`config.mk`:
```
export PLATFORM = sky130hd
export DESIGN_NAME = cmd_ring_fetcher
export DESIGN_NICKNAME = d
export VERILOG_FILES = /design/src/rtl/ring_pkg.sv /design/src/rtl/ring_regs.sv /design/src/rtl/ring_fetch_ctl.sv /design/src/rtl/ring_out_stage.sv /design/src/rtl/cmd_ring_fetcher.sv
export SDC_FILE = /design/constraint.sdc
export NUM_CORES = 1
export LEC_CHECK = 0
export BUFFER_PORTS_ARGS = -buffer_cell sky130_fd_sc_hd__buf_4
export CAP_MARGIN = 25
export CORE_UTILIZATION = 34
export DETAILED_ROUTE_END_ITERATION = 8
export PLACE_DENSITY = 0.57
export SYNTH_ARGS = -nofsm -noshare
export SYNTH_HDL_FRONTEND = slang
export SYNTH_SLANG_ARGS = --single-unit
```
`constraint.sdc`:
```
create_clock -name clk -period 8.65 [get_ports clk]
set_clock_uncertainty 0.2 [all_clocks]
set_input_delay 1.73 -clock clk [delete_from_list [all_inputs] [get_ports clk]]
set_output_delay 1.73 -clock clk [all_outputs]
set_load 0.1 [all_outputs]
```
`src/rtl/ring_pkg.sv`:
```
package ring_pkg;
   localparam int CMD_W    = 32;
   localparam int DW_BYTES = 4;

   typedef enum logic [2:0] {
      RSEL_CTRL = 3'd0,
      RSEL_BASE = 3'd1,
      RSEL_LEN  = 3'd2,
      RSEL_HEAD = 3'd3,
      RSEL_TAIL = 3'd4,
      RSEL_NOPS = 3'd5,
      RSEL_STAT = 3'd6
   } rsel_e;

   typedef enum logic [1:0] {
      FS_IDLE = 2'd0,
      FS_WAIT = 2'd1,
      FS_HOLD = 2'd2
   } fstate_e;
endpackage

```
`src/rtl/ring_regs.sv`:
```
module ring_regs
   import ring_pkg::*;
#(
   parameter int ADDR_W  = 16,
   parameter int OFF_W   = 12,
   parameter int CNT_W   = 16,
   parameter bit CNT_SAT = 1'b1
) (
   input  logic              clk,
   input  logic              rst_n,
   input  logic              wr_en,
   input  logic [2:0]        wr_sel,
   input  logic [CMD_W-1:0]  wr_data,
   input  logic [2:0]        rd_sel,
   output logic [CMD_W-1:0]  rd_data,
   input  logic              fetch_idle,
   input  logic              noop_pulse,
   input  logic [OFF_W-1:0]  head,
   output logic              enable,
   output logic [ADDR_W-1:0] base,
   output logic [OFF_W-1:0]  ring_len,
   output logic [OFF_W-1:0]  tail,
   output logic              head_load,
   output logic [OFF_W-1:0]  head_load_val,
   output logic              err
);
   localparam logic [CNT_W-1:0] CNT_MAX = '1;

   logic             cfg_open;
   logic             tail_bad;
   logic [CNT_W-1:0] nop_cnt;
   logic             unused_wr;

   assign unused_wr     = ^wr_data;
   assign cfg_open      = !enable && fetch_idle;
   assign tail_bad      = wr_data[2:0] != 3'b000;
   assign head_load     = wr_en && (wr_sel == RSEL_HEAD) && cfg_open;
   assign head_load_val = {wr_data[OFF_W-1:2], 2'b00};

   always_ff @(posedge clk or negedge rst_n) begin
      if (!rst_n) begin
         enable   <= 1'b0;
         base     <= '0;
         ring_len <= '0;
         tail     <= '0;
         err      <= 1'b0;
      end else if (wr_en) begin
         case (wr_sel)
            RSEL_CTRL: enable <= wr_data[0];
            RSEL_BASE: if (cfg_open) base <= {wr_data[ADDR_W-1:2], 2'b00};
            RSEL_LEN:  if (cfg_open) ring_len <= {wr_data[OFF_W-1:3], 3'b000};
            RSEL_TAIL: begin
               if (tail_bad) err  <= 1'b1;
               else          tail <= wr_data[OFF_W-1:0];
            end
            default: ;
         endcase
      end
   end

   generate
      if (CNT_SAT) begin : g_cnt_sat
         always_ff @(posedge clk or negedge rst_n) begin
            if (!rst_n)
               nop_cnt <= '0;
            else if (noop_pulse && nop_cnt != CNT_MAX)
               nop_cnt <= nop_cnt + 1'b1;
         end
      end else begin : g_cnt_wrap
         always_ff @(posedge clk or negedge rst_n) begin
            if (!rst_n)
               nop_cnt <= '0;
            else if (noop_pulse)
               nop_cnt <= nop_cnt + 1'b1;
         end
      end
   endgenerate

   always_comb begin
      case (rd_sel)
         RSEL_CTRL: rd_data = {{(CMD_W-1){1'b0}}, enable};
         RSEL_BASE: rd_data = CMD_W'(base);
         RSEL_LEN:  rd_data = CMD_W'(ring_len);
         RSEL_HEAD: rd_data = CMD_W'(head);
         RSEL_TAIL: rd_data = CMD_W'(tail);
         RSEL_NOPS: rd_data = CMD_W'(nop_cnt);
         RSEL_STAT: rd_data = {{(CMD_W-1){1'b0}}, err};
         default:   rd_data = '0;
      endcase
   end
endmodule

```
`src/rtl/ring_fetch_ctl.sv`:
```
module ring_fetch_ctl
   import ring_pkg::*;
#(
   parameter int ADDR_W = 16,
   parameter int OFF_W  = 12
) (
   input  logic              clk,
   input  logic              rst_n,
   input  logic              enable,
   input  logic [ADDR_W-1:0] base,
   input  logic [OFF_W-1:0]  ring_len,
   input  logic [OFF_W-1:0]  tail,
   input  logic              head_load,
   input  logic [OFF_W-1:0]  head_load_val,
   input  logic [CMD_W-1:0]  mem_rdata,
   input  logic              cmd_taken,
   output logic [OFF_W-1:0]  head,
   output logic              mem_req,
   output logic [ADDR_W-1:0] mem_addr,
   output logic              load_cmd,
   output logic              noop_pulse,
   output logic              idle
);
   fstate_e          state, state_nx;
   logic             ring_empty;
   logic             word_zero;
   logic             advance;
   logic [OFF_W-1:0] head_inc;
   logic [OFF_W-1:0] head_step;

   assign ring_empty = head == tail;
   assign word_zero  = mem_rdata == '0;
   assign head_inc   = head + OFF_W'(DW_BYTES);
   assign head_step  = (head_inc == ring_len) ? '0 : head_inc;

   assign idle       = state == FS_IDLE;
   assign mem_req    = idle && enable && !ring_empty;
   assign mem_addr   = base + ADDR_W'(head);
   assign noop_pulse = (state == FS_WAIT) && word_zero;
   assign load_cmd   = (state == FS_WAIT) && !word_zero;
   assign advance    = noop_pulse || ((state == FS_HOLD) && cmd_taken);

   always_comb begin
      state_nx = state;
      case (state)
         FS_IDLE: if (mem_req) state_nx = FS_WAIT;
         FS_WAIT: state_nx = word_zero ? FS_IDLE : FS_HOLD;
         FS_HOLD: if (cmd_taken) state_nx = FS_IDLE;
         default: state_nx = FS_IDLE;
      endcase
   end

   always_ff @(posedge clk or negedge rst_n) begin
      if (!rst_n) state <= FS_IDLE;
      else        state <= state_nx;
   end

   always_ff @(posedge clk or negedge rst_n) begin
      if (!rst_n)         head <= '0;
      else if (head_load) head <= head_load_val;
      else if (advance)   head <= head_step;
   end
endmodule

```
`src/rtl/ring_out_stage.sv`:
```
module ring_out_stage #(
   parameter int W = 32
) (
   input  logic         clk,
   input  logic         rst_n,
   input  logic         load,
   input  logic [W-1:0] load_data,
   input  logic         ready,
   output logic         valid,
   output logic [W-1:0] data,
   output logic         taken
);
   assign taken = valid && ready;

   always_ff @(posedge clk or negedge rst_n) begin
      if (!rst_n) begin
         valid <= 1'b0;
         data  <= '0;
      end else if (load) begin
         valid <= 1'b1;
         data  <= load_data;
      end else if (taken) begin
         valid <= 1'b0;
      end
   end
endmodule

```
`src/rtl/cmd_ring_fetcher.sv`:
```
module cmd_ring_fetcher
   import ring_pkg::*;
#(
   parameter int ADDR_W      = 16,
   parameter int OFF_W       = 12,
   parameter int NOP_CNT_W   = 16,
   parameter bit NOP_CNT_SAT = 1'b1
) (
   input  logic              clk,
   input  logic              rst_n,
   input  logic              reg_wr_en,
   input  logic [2:0]        reg_wr_sel,
   input  logic [31:0]       reg_wr_data,
   input  logic [2:0]        reg_rd_sel,
   output logic [31:0]       reg_rd_data,
   output logic              mem_req,
   output logic [ADDR_W-1:0] mem_addr,
   input  logic [31:0]       mem_rdata,
   output logic              cmd_valid,
   input  logic              cmd_ready,
   output logic [31:0]       cmd_data
);
   generate
      if (ADDR_W > 32 || OFF_W > ADDR_W || OFF_W < 4) begin : g_bad_width
         $error("cmd_ring_fetcher: need 4 <= OFF_W <= ADDR_W <= 32");
      end
      if (NOP_CNT_W < 1 || NOP_CNT_W > 32) begin : g_bad_cnt
         $error("cmd_ring_fetcher: NOP_CNT_W must be 1..32");
      end
   endgenerate

   logic              ring_en;
   logic [ADDR_W-1:0] base_q;
   logic [OFF_W-1:0]  len_q;
   logic [OFF_W-1:0]  tail_q;
   logic [OFF_W-1:0]  head_q;
   logic              head_load;
   logic [OFF_W-1:0]  head_load_val;
   logic              err_q;
   logic              fetch_idle;
   logic              noop_pulse;
   logic              load_cmd;
   logic              cmd_taken;

   ring_regs #(
      .ADDR_W (ADDR_W),
      .OFF_W  (OFF_W),
      .CNT_W  (NOP_CNT_W),
      .CNT_SAT(NOP_CNT_SAT)
   ) u_regs (
      .clk          (clk),
      .rst_n        (rst_n),
      .wr_en        (reg_wr_en),
      .wr_sel       (reg_wr_sel),
      .wr_data      (reg_wr_data),
      .rd_sel       (reg_rd_sel),
      .rd_data      (reg_rd_data),
      .fetch_idle   (fetch_idle),
      .noop_pulse   (noop_pulse),
      .head         (head_q),
      .enable       (ring_en),
      .base         (base_q),
      .ring_len     (len_q),
      .tail         (tail_q),
      .head_load    (head_load),
      .head_load_val(head_load_val),
      .err          (err_q)
   );

   ring_fetch_ctl #(
      .ADDR_W(ADDR_W),
      .OFF_W (OFF_W)
   ) u_ctl (
      .clk          (clk),
      .rst_n        (rst_n),
      .enable       (ring_en),
      .base         (base_q),
      .ring_len     (len_q),
      .tail         (tail_q),
      .head_load    (head_load),
      .head_load_val(head_load_val),
      .mem_rdata    (mem_rdata),
      .cmd_taken    (cmd_taken),
      .head         (head_q),
      .mem_req      (mem_req),
      .mem_addr     (mem_addr),
      .load_cmd     (load_cmd),
      .noop_pulse   (noop_pulse),
      .idle         (fetch_idle)
   );

   ring_out_stage #(
      .W(CMD_W)
   ) u_out (
      .clk      (clk),
      .rst_n    (rst_n),
      .load     (load_cmd),
      .load_data(mem_rdata),
      .ready    (cmd_ready),
      .valid    (cmd_valid),
      .data     (cmd_data),
      .taken    (cmd_taken)
   );
endmodule

```
# Yosys cells after proc, flatten, opt, wreduce, memory -nomap -nowiden
# Cells that the tools add are included.
[totals]
word_cells = 68
regBits = 100
out_inout_bits = 82
inputBits = 74
[classes]
n_addsub = 3
n_reduce_logical = 27
eq_ne = 17
mux = 10
bitwise = 1
[ops]
columns = ["op", "n"]
rows = [
  ["16-bit case mux with 7 select lines", 1],
  ["12-bit 2-to-1 mux", 3],
  ["32-bit zero test", 1],
  ["12-bit == test", 2],
  ["16-bit by 1-bit adder with 16-bit output (second input constant)", 1],
  ["16-bit by 12-bit adder with 16-bit output", 1],
  ["16-bit inequality test (second input constant)", 1],
  ["12-bit by 3-bit adder with 12-bit output (second input constant)", 1],
  ["3-bit by 2-bit == test with 1-bit output (second input constant)", 4],
  ["3-bit == test (second input constant)", 4],
  ["3-bit AND reduction", 4],
  ["1-bit logical AND", 10],
  ["3-bit by 1-bit == test with 1-bit output (second input constant)", 2],
  ["3-bit zero test", 2],
  ["2-bit 2-to-1 mux", 3],
  ["2-bit case mux with 3 select lines", 1],
  ["2-bit AND reduction", 2],
  ["2-bit nonzero test", 2],
  ["1-bit zero test", 3],
  ["3-bit nonzero test", 1],
  ["2-bit by 1-bit == test with 1-bit output (second input constant)", 1],
  ["2-bit == test (second input constant)", 1],
  ["2-bit zero test", 1],
  ["1-bit 2-to-1 mux", 2],
  ["other kinds (4)", 4],
]

# Logic depth before layout (Yosys ltp)
# Gate-level depths: netlist of run 1.
[depth]
word_depth = 5
ltp_mapped = 9
ltp_nobuf = 9

# Hierarchy
# A second synthesis of run 1 with hierarchy kept.
[unflattened]
cells_unflattened = 587
area_unflattened_um2 = 6279.8
[by_module_without_submodules]
columns = ["module", "instances", "cells_per_inst", "seq_area_each_um2", "area_per_inst_um2"]
rows = [
  ["ring_regs", 1, 280, 1326.3, 2989.1],
  ["ring_fetch_ctl", 1, 235, 350.3, 1906.8],
  ["ring_out_stage", 1, 72, 825.8, 1383.8],
]

# Least setup slack after synthesis of run 1
# No wires, ideal clock.
[synth_timing]
path_kind = "in2out"
start = "in reg_rd_sel[1]"
end = "out reg_rd_data[0]"
t_arrival_ns = 5.355
path_slack_ns = 1.365
path_buffers = 2
t_required_ns = 6.720
stages = 3
path_cell_list = "clkbuf_1 > buf_1 > o41ai_1"
[synth_via]
elab_chain_cells = 2
word_cells_on_any_way = 8
cone_classes = "eq/ne: 6; mux: 1; reduce/logical: 1"
[synth_lines]
columns = ["item", "line", "rtl"]
rows = [
  ["from (decl)", "cmd_ring_fetcher.sv:14", "input logic [2:0] reg_rd_sel,"],
  ["3-bit == test, or another cell as far along", "ring_regs.sv:80", "case (rd_sel)"],
  ["16-bit case mux with 7 select lines *", "ring_regs.sv:80", ""],
  ["to (decl)", "cmd_ring_fetcher.sv:15", "output logic [31:0] reg_rd_data,"],
]
# Every way passes the cells marked *; elsewhere a longest branch is shown, timed or not.

# Worst setup path after layout of run 1
[layout_timing]
start = "reg u_ctl.head[2]"
end = "out mem_addr[14]"
[layout_via]
elab_chain_cells = 1
[layout_lines]
columns = ["item", "line", "rtl"]
rows = [
  ["from (decl)", "ring_fetch_ctl.sv:17", "output logic [OFF_W-1:0] head,"],
  ["from (signal assigned)", "ring_fetch_ctl.sv:60", "else if (head_load) head <= head_load_val;"],
  ["from (signal assigned)", "ring_fetch_ctl.sv:61", "else if (advance) head <= head_step;"],
  ["16-bit by 12-bit adder with 16-bit output", "ring_fetch_ctl.sv:38", "assign mem_addr = base + ADDR_W'(head);"],
  ["to (decl)", "cmd_ring_fetcher.sv:17", "output logic [ADDR_W-1:0] mem_addr,"],
]
# Every way passes these cells.

==> results of run 1 <==
==> path summary, 6_finish.rpt <==
kind                                 endpoint  slack [ns]  cells past startpoint
setup / recovery                 mem_addr[14]        3.39                     10
hold / removal             u_regs.nop_cnt[14]        0.29                      1
setup reg to reg                u_ctl.head[4]        5.71                      8
hold reg to reg            u_regs.nop_cnt[14]        0.29                      1
max in group asynchronous      u_regs.tail[7]        5.95                      2
min in group asynchronous      u_out.data[29]        1.22                      1
==> cell families after synthesis <==
logic type | Yosys count
xor gates and xnor gates | 47
muxes | 82
AOI/OAI and AO/OA | 80
buffers and inverters | 58
and+or+nand+nor | 145
other | 1
adders and majority gates | 13
DFF | 98
==> worst register-to-register path, delay by kind of cell, from the launching register on <==
family                     cells  cell delay (ns)
AOI/OAI and AO/OA              4             1.00
adders and majority gates      1             0.36
and+or+nand+nor                2             0.53
DFF                            1             0.62
xor gates and xnor gates       1             0.11
==> layout make-up <==
class                           count  area share, %
Multi-Input combinational cell    385          41.81
Sequential cell                    98          35.32
Timing Repair Buffer              124          13.41
Tap cell                          216          3.893
Clock buffer                       12          3.694
Clock inverter                      4          1.063
Inverter                           15         0.8110
==> synth_stat cells (6+ instances only) <==
master and count:
dfrtp_1 98, mux2_2 65, nor2_1 33, xnor2_1 33, nand2_1 31, buf_4 20
o21ai_0 20, mux2i_1 17, a21oi_1 16, inv_1 15, nand3_1 15, xor2_1 14
ha_1 12, clkbuf_1 11, a221o_1 10, buf_2 9, nor3_1 9, nor4_1 9
nand4_1 8, and3_1 7, and2_1 6
==> metrics by stage <==
stage / instances / utilization, % / area [um2]
after global routing: 854 / 43.39 / 6943
final: 854 / 43.39 / 6943
after global placement: 838 / 41.33 / 6613
after floorplan: 541 / - / 5668
after CTS: 854 / 43.39 / 6943
after detailed placement: 838 / 41.33 / 6613
==> registers in the layout, indices dropped and copies added (netlist names) <==
name / count
u_out.valid: 1
u_regs.base: 14
u_regs.nop_cnt: 16
u_regs.ring_len: 9
u_ctl.state: 2
u_regs.enable: 1
u_regs.err: 1
u_regs.tail: 12
u_ctl.head: 10
u_out.data: 32
==> per-layer routing <==
layer	track usage, %	up-vias
li1	-	2070
met1	24.48	2135
met2	30.73	115
met3	2.809	24
met4	8.790	0
met5	0	-
==> reports/metrics.csv, run 1 <==
stage;metric;value;unit
final_layout;share of layout cells above drive strength 1;33.70;%
synth;Compound-Gate Fraction of Synth Area;10.20;%
setup_path;crit path cell chain;ha_1 -> fa_1 -> a21o_1 -> a21oi_1 -> o211ai_1 -> and3_1 -> o21a_1 -> o211ai_1 -> xnor2_1 -> buf_4;
timing;period utilisation layout;60.78;%
routing;Pre-Repair DR Iteration Count;4;
routing;antenna-violating nets left;0;
placement;routability cong.;0.8443;
synth;Async S/R FF share, synth;100.0;%
synth;Synth cell types;57;
clocking;clk_lat worst skew;0.35;ns
global_routing;first-pass GRT wire length;23840;um
clocking;Max clock buf depth;2;
setup_path;Reg-to-Reg Start;u_ctl.head[2];
synth;synthesized netlist cell count;524;
timing;min Tclk post-route;5.258;ns
timing;unrepaired setup endpoints after global routing;no;
final_layout;ant diodes;0;
global_routing;largest net degree at the start of global routing;57;
routing;highest metal used;met4;
synth;Synth area leader;dfrtp_1;
synth;sequential-to-total area share from yosys stat;43.76;%
clocking;clock sinks;98;
floorplan;# rows;46;
min_path;min-delay src;u_regs.nop_cnt[14];
clocking;Hold Buf Count CTS;0;
final_layout;footprint of the multi-input gates;0.002903;mm2
setup_path;CP most frequent cell;o211ai_1;
timing;Hold Fails Final Rpt;0;
clocking;depth of the CTS H-tree;3;
setup_path;Critical Path Start Type;flip-flop;
final_layout;most frequent cells in the layout;buf_4 (124), dfrtp_1 (98), mux2_2 (65);
floorplan;Core Area;0.01600;mm2
setup_path;Data arrival, critical path;3.33;ns
timing;Slew headroom;44.95;%
synth;Post-Synth Adder-Cell Area;3.036;%
clocking;Resize count post-CTS;0;
synth;synthesis warning total;0;
final_layout;Seq. cell area;0.002452;mm2
final_layout;area delta synth->final;23.89;%
floorplan;initial core utilization;35.03;%
final_layout;FILL cells;1567;
routing;total wire length;15110;um
floorplan;Die Span Y;130.4;um
timing;Finish-stage setup viols;0;
clocking;CTS buffer count;9;
setup_path;Slowest-stage cell, CP;dfrtp_1;
synth;largest family of logic cells by synthesized area;multiplexers;
global_routing;vias in the first global route;4354;
synth;top area cells in the synthesized netlist;dfrtp_1 (44%), mux2_2 (13%), xnor2_1 (5.2%);
timing;Worst Hold Slack;0.2905;ns
placement;Detailed Place HPWL;11640;um
routing;per-cell routed wire length;17.69;um
floorplan;Ports;156;
setup_path;CP required;6.72;ns
setup_path;Worst Setup SP;u_ctl.head[2];
setup_path;crit path max fanout;10;
run;MaxCap Viol Count;0;
setup_path;Critical path buffers and inverters;1;
timing;setup TNS;0;ns
final_layout;most common cell after layout, fill and taps aside;buf_4;
routing;Met3 Wirelength;561;um
setup_path;Crit path largest cell delay;0.55;ns
setup_path;top cell family by delay on the critical path;compound AO/OA/AOI/OAI gates;
synth;xor-xnor portion of the synthesized cell area;7.345;%
clocking;Clock Pin Slew Worst Setup and Hold Paths;0.07;ns
synth;post-synth top area share;43.76;%
synth;Post-synth EDFFs;0;
synth;#FFs+latches synth;98;
placement;Place WS;3.512;ns
synth;post-synthesis mux area share;16.10;%
final_layout;Nets;720;
timing;Slew @ Worst Pin;0.8169;ns
routing;average vias per placed instance;5.087;
routing;DR WL met2;7277;um
setup_path;Crit Path Category;reg -> out;
global_routing;initial antenna violation count;0;
synth;Avg Cell Area, Syn;10.69;um2
outcome;status;complete, no violations;
synth;simple-gate share of the synthesized area;13.91;%
timing;Peak Freq;0.1902;GHz
timing;Slew Viols, Final;0;
clocking;root buf cell;clkbuf_16;
clocking;post-CTS setup repair buffer count;0;
clocking;TritonCTS clock tree;built;
timing;fin worst setup slack;3.392;ns
routing;Metal-1 WL;6830;um
setup_path;CP Capture Type;output port;
routing;# DRC;0;
synth;Main synth FF type;dfrtp_1;
synth;post-synthesis instance area;0.005604;mm2
routing;detailed-route via count;4344;
global_routing;GRT Overall Usage;18.76;%
placement;I/O Buffers;121;
floorplan;DIE AREA;0.01700;mm2
global_routing;GRT overflow;0;
floorplan;die width;130.4;um
routing;number of DRC markers in iteration 0;211;
min_path;Min-Delay Path Class;reg -> reg;
Power of run 1 is left out: the tool's default activity adds up to more than one toggle a clock period on the data nets, which glitch-free logic cannot reach.
==> inputs of run 2 (changes only) <==
clock period = 5.4 ns   (was 8.65 ns; I/O delays follow)
==> reports/metrics.csv, run 2 (synthesis gave the netlist of run 1 again) <==
stage;metric;value;unit;change
placement;Detailed Place HPWL;11550;um;-0.82%
routing;# DRC;0;;unchanged
routing;per-cell routed wire length;17.68;um;about the same
final_layout;ant diodes;0;;unchanged
clocking;clock sinks;98;;unchanged
outcome;status;complete, no violations;;
routing;antenna-violating nets left;0;;unchanged
global_routing;vias in the first global route;4293;;-1.4%
clocking;Hold Buf Count CTS;0;;unchanged
timing;setup TNS;0;ns;unchanged
clocking;Resize count post-CTS;0;;unchanged
final_layout;Nets;721;;+0.14%
setup_path;CP most frequent cell;o211ai_1;;
clocking;post-CTS setup repair buffer count;0;;unchanged
clocking;clk_lat worst skew;0.35;ns;about the same
setup_path;CP required;4.12;ns;-2.60 ns
final_layout;Most flops, register;u_out.data;;
final_layout;footprint of the multi-input gates;0.002910;mm2;+0.26%
routing;average vias per placed instance;5.115;;+0.55%
floorplan;Die Span Y;130.4;um;unchanged
timing;Slew headroom;45.99;%;+1.0 points
clocking;Max clock buf depth;2;;unchanged
final_layout;biggest regs;u_out.data (32), u_regs.nop_cnt (16), u_regs.base (14);;
final_layout;most common cell after layout, fill and taps aside;buf_4;;
setup_path;Data arrival, critical path;3.31;ns;-0.02 ns
setup_path;Critical path buffers and inverters;1;;unchanged
floorplan;initial core utilization;35.03;%;unchanged
routing;detailed-route via count;4373;;+0.67%
setup_path;Crit path largest cell delay;0.53;ns;-0.02 ns
setup_path;Slowest-stage cell, CP;dfrtp_1;;
timing;Hold Fails Final Rpt;0;;unchanged
timing;Slew Viols, Final;0;;unchanged
floorplan;# rows;46;;unchanged
floorplan;Ports;156;;unchanged
setup_path;CP Capture Type;output port;;
timing;Peak Freq;0.2179;GHz;
global_routing;GRT overflow;0;;unchanged
routing;number of DRC markers in iteration 0;211;;unchanged
setup_path;Critical Path Start Type;flip-flop;;
floorplan;DIE AREA;0.01700;mm2;unchanged
clocking;CTS buffer count;9;;unchanged
routing;total wire length;15120;um;about the same
setup_path;Crit Path Category;reg -> out;;
setup_path;crit path cell chain;ha_1 -> fa_1 -> a21o_1 -> a21oi_1 -> o211ai_1 -> and3_1 -> o21a_1 -> o211ai_1 -> xnor2_1 -> buf_4;;
run;MaxCap Viol Count;0;;unchanged
final_layout;FILL cells;1584;;+1.1%
placement;routability cong.;0.8162;;-3.3%
final_layout;Seq. cell area;0.002452;mm2;unchanged
setup_path;top cell family by delay on the critical path;compound AO/OA/AOI/OAI gates;;
clocking;TritonCTS clock tree;built;;
clocking;root buf cell;clkbuf_16;;
global_routing;initial antenna violation count;0;;unchanged
final_layout;most frequent cells in the layout;buf_4 (124), dfrtp_1 (98), mux2_2 (65);;
routing;Pre-Repair DR Iteration Count;5;;+1
timing;Finish-stage setup viols;0;;unchanged
global_routing;first-pass GRT wire length;23890;um;+0.20%
setup_path;crit path max fanout;10;;unchanged
clocking;depth of the CTS H-tree;3;;unchanged
timing;min Tclk post-route;4.589;ns;
timing;period utilisation layout;84.98;%;
timing;unrepaired setup endpoints after global routing;no;;
floorplan;die width;130.4;um;unchanged
final_layout;share of layout cells above drive strength 1;34.12;%;+0.42 points
timing;Slew @ Worst Pin;0.8102;ns;-0.006689 ns
floorplan;Core Area;0.01600;mm2;unchanged
min_path;Min-Delay Path Class;reg -> reg;;
clocking;Clock Pin Slew Worst Setup and Hold Paths;0.06;ns;about the same
global_routing;GRT Overall Usage;18.83;%;+0.068 points
placement;I/O Buffers;121;;unchanged
global_routing;largest net degree at the start of global routing;63;;+11%
final_layout;area delta synth->final;24.72;%;
final_layout;max reg flops;32;;unchanged
[run 2: cell types whose count changed in the layout (fill, tap and decap cells not counted)]
cell	change
buf_16	+1
o41ai_2	+1
bufinv_16	+1
clkbuf_1	-1
clkinv_2	+1
clkinvlp_4	+1
inv_6	+1
clkinv_4	-1
o41ai_1	-1
clkbuf_8	-2
[run 2: final cells by class]
| type | instances | share of cell area (%) |
|---|---|---|
| clock buffer | 9 | 3.222 |
| clock inverter | 7 | 1.665 |
| inverter | 15 | 0.8056 |
| multi-input combinational | 385 | 41.64 |
| sequential | 98 | 35.09 |
| tap | 216 | 3.867 |
| timing repair buffer | 125 | 13.71 |
[run 2: worst register-to-register path, stage by stage (launching register included)]
cell     delay [ns]
dfrtp_1        0.60
ha_1           0.37
nand3_1        0.25
nor3_2         0.26
xnor2_1        0.12
a21oi_1        0.13
a41o_2         0.41
o21ai_0        0.14
a221o_1        0.31
[run 2: through the flow]
step | cells | setup slack, ns | hold slack [ns] | cell area [um2] | util (%)
global route | 855 | 0.6196 | 0.3135 | 6989 | 43.68
floorplan | 541 | 0.4078 | 0.2430 | 5675 | -
CTS | 854 | 0.7847 | 0.2942 | 6962 | 43.51
detailed placement | 838 | 1.177 | 0.2780 | 6620 | 41.37
finish | 855 | 0.8111 | 0.2939 | 6989 | 43.68
global placement | 838 | 1.211 | 0.2741 | 6620 | 41.37
[run 2: final timing paths]
kind,slack [ns],from,endpoint,depth (start not counted)
max in group asynchronous,3.38,rst_n,u_regs.ring_len[11],2
max reg2reg,2.47,u_ctl.head[2],u_ctl.head[10],8
min,0.29,u_regs.nop_cnt[14],u_regs.nop_cnt[14],1
min reg2reg,0.29,u_regs.nop_cnt[14],u_regs.nop_cnt[14],1
min in group asynchronous,0.61,rst_n,u_out.data[31],1
max,0.81,u_ctl.head[2],mem_addr[14],10
[run 2: per-layer routing]
metal,track usage [%],wire length [um],vias to the layer above
li1,-,-,2073
met1,25.23,6839,2199
met2,31.13,7606,89
met3,2.850,454,12
met4,6.423,218,0
met5,0,0,-
Power of run 2 is left out for the same reason.
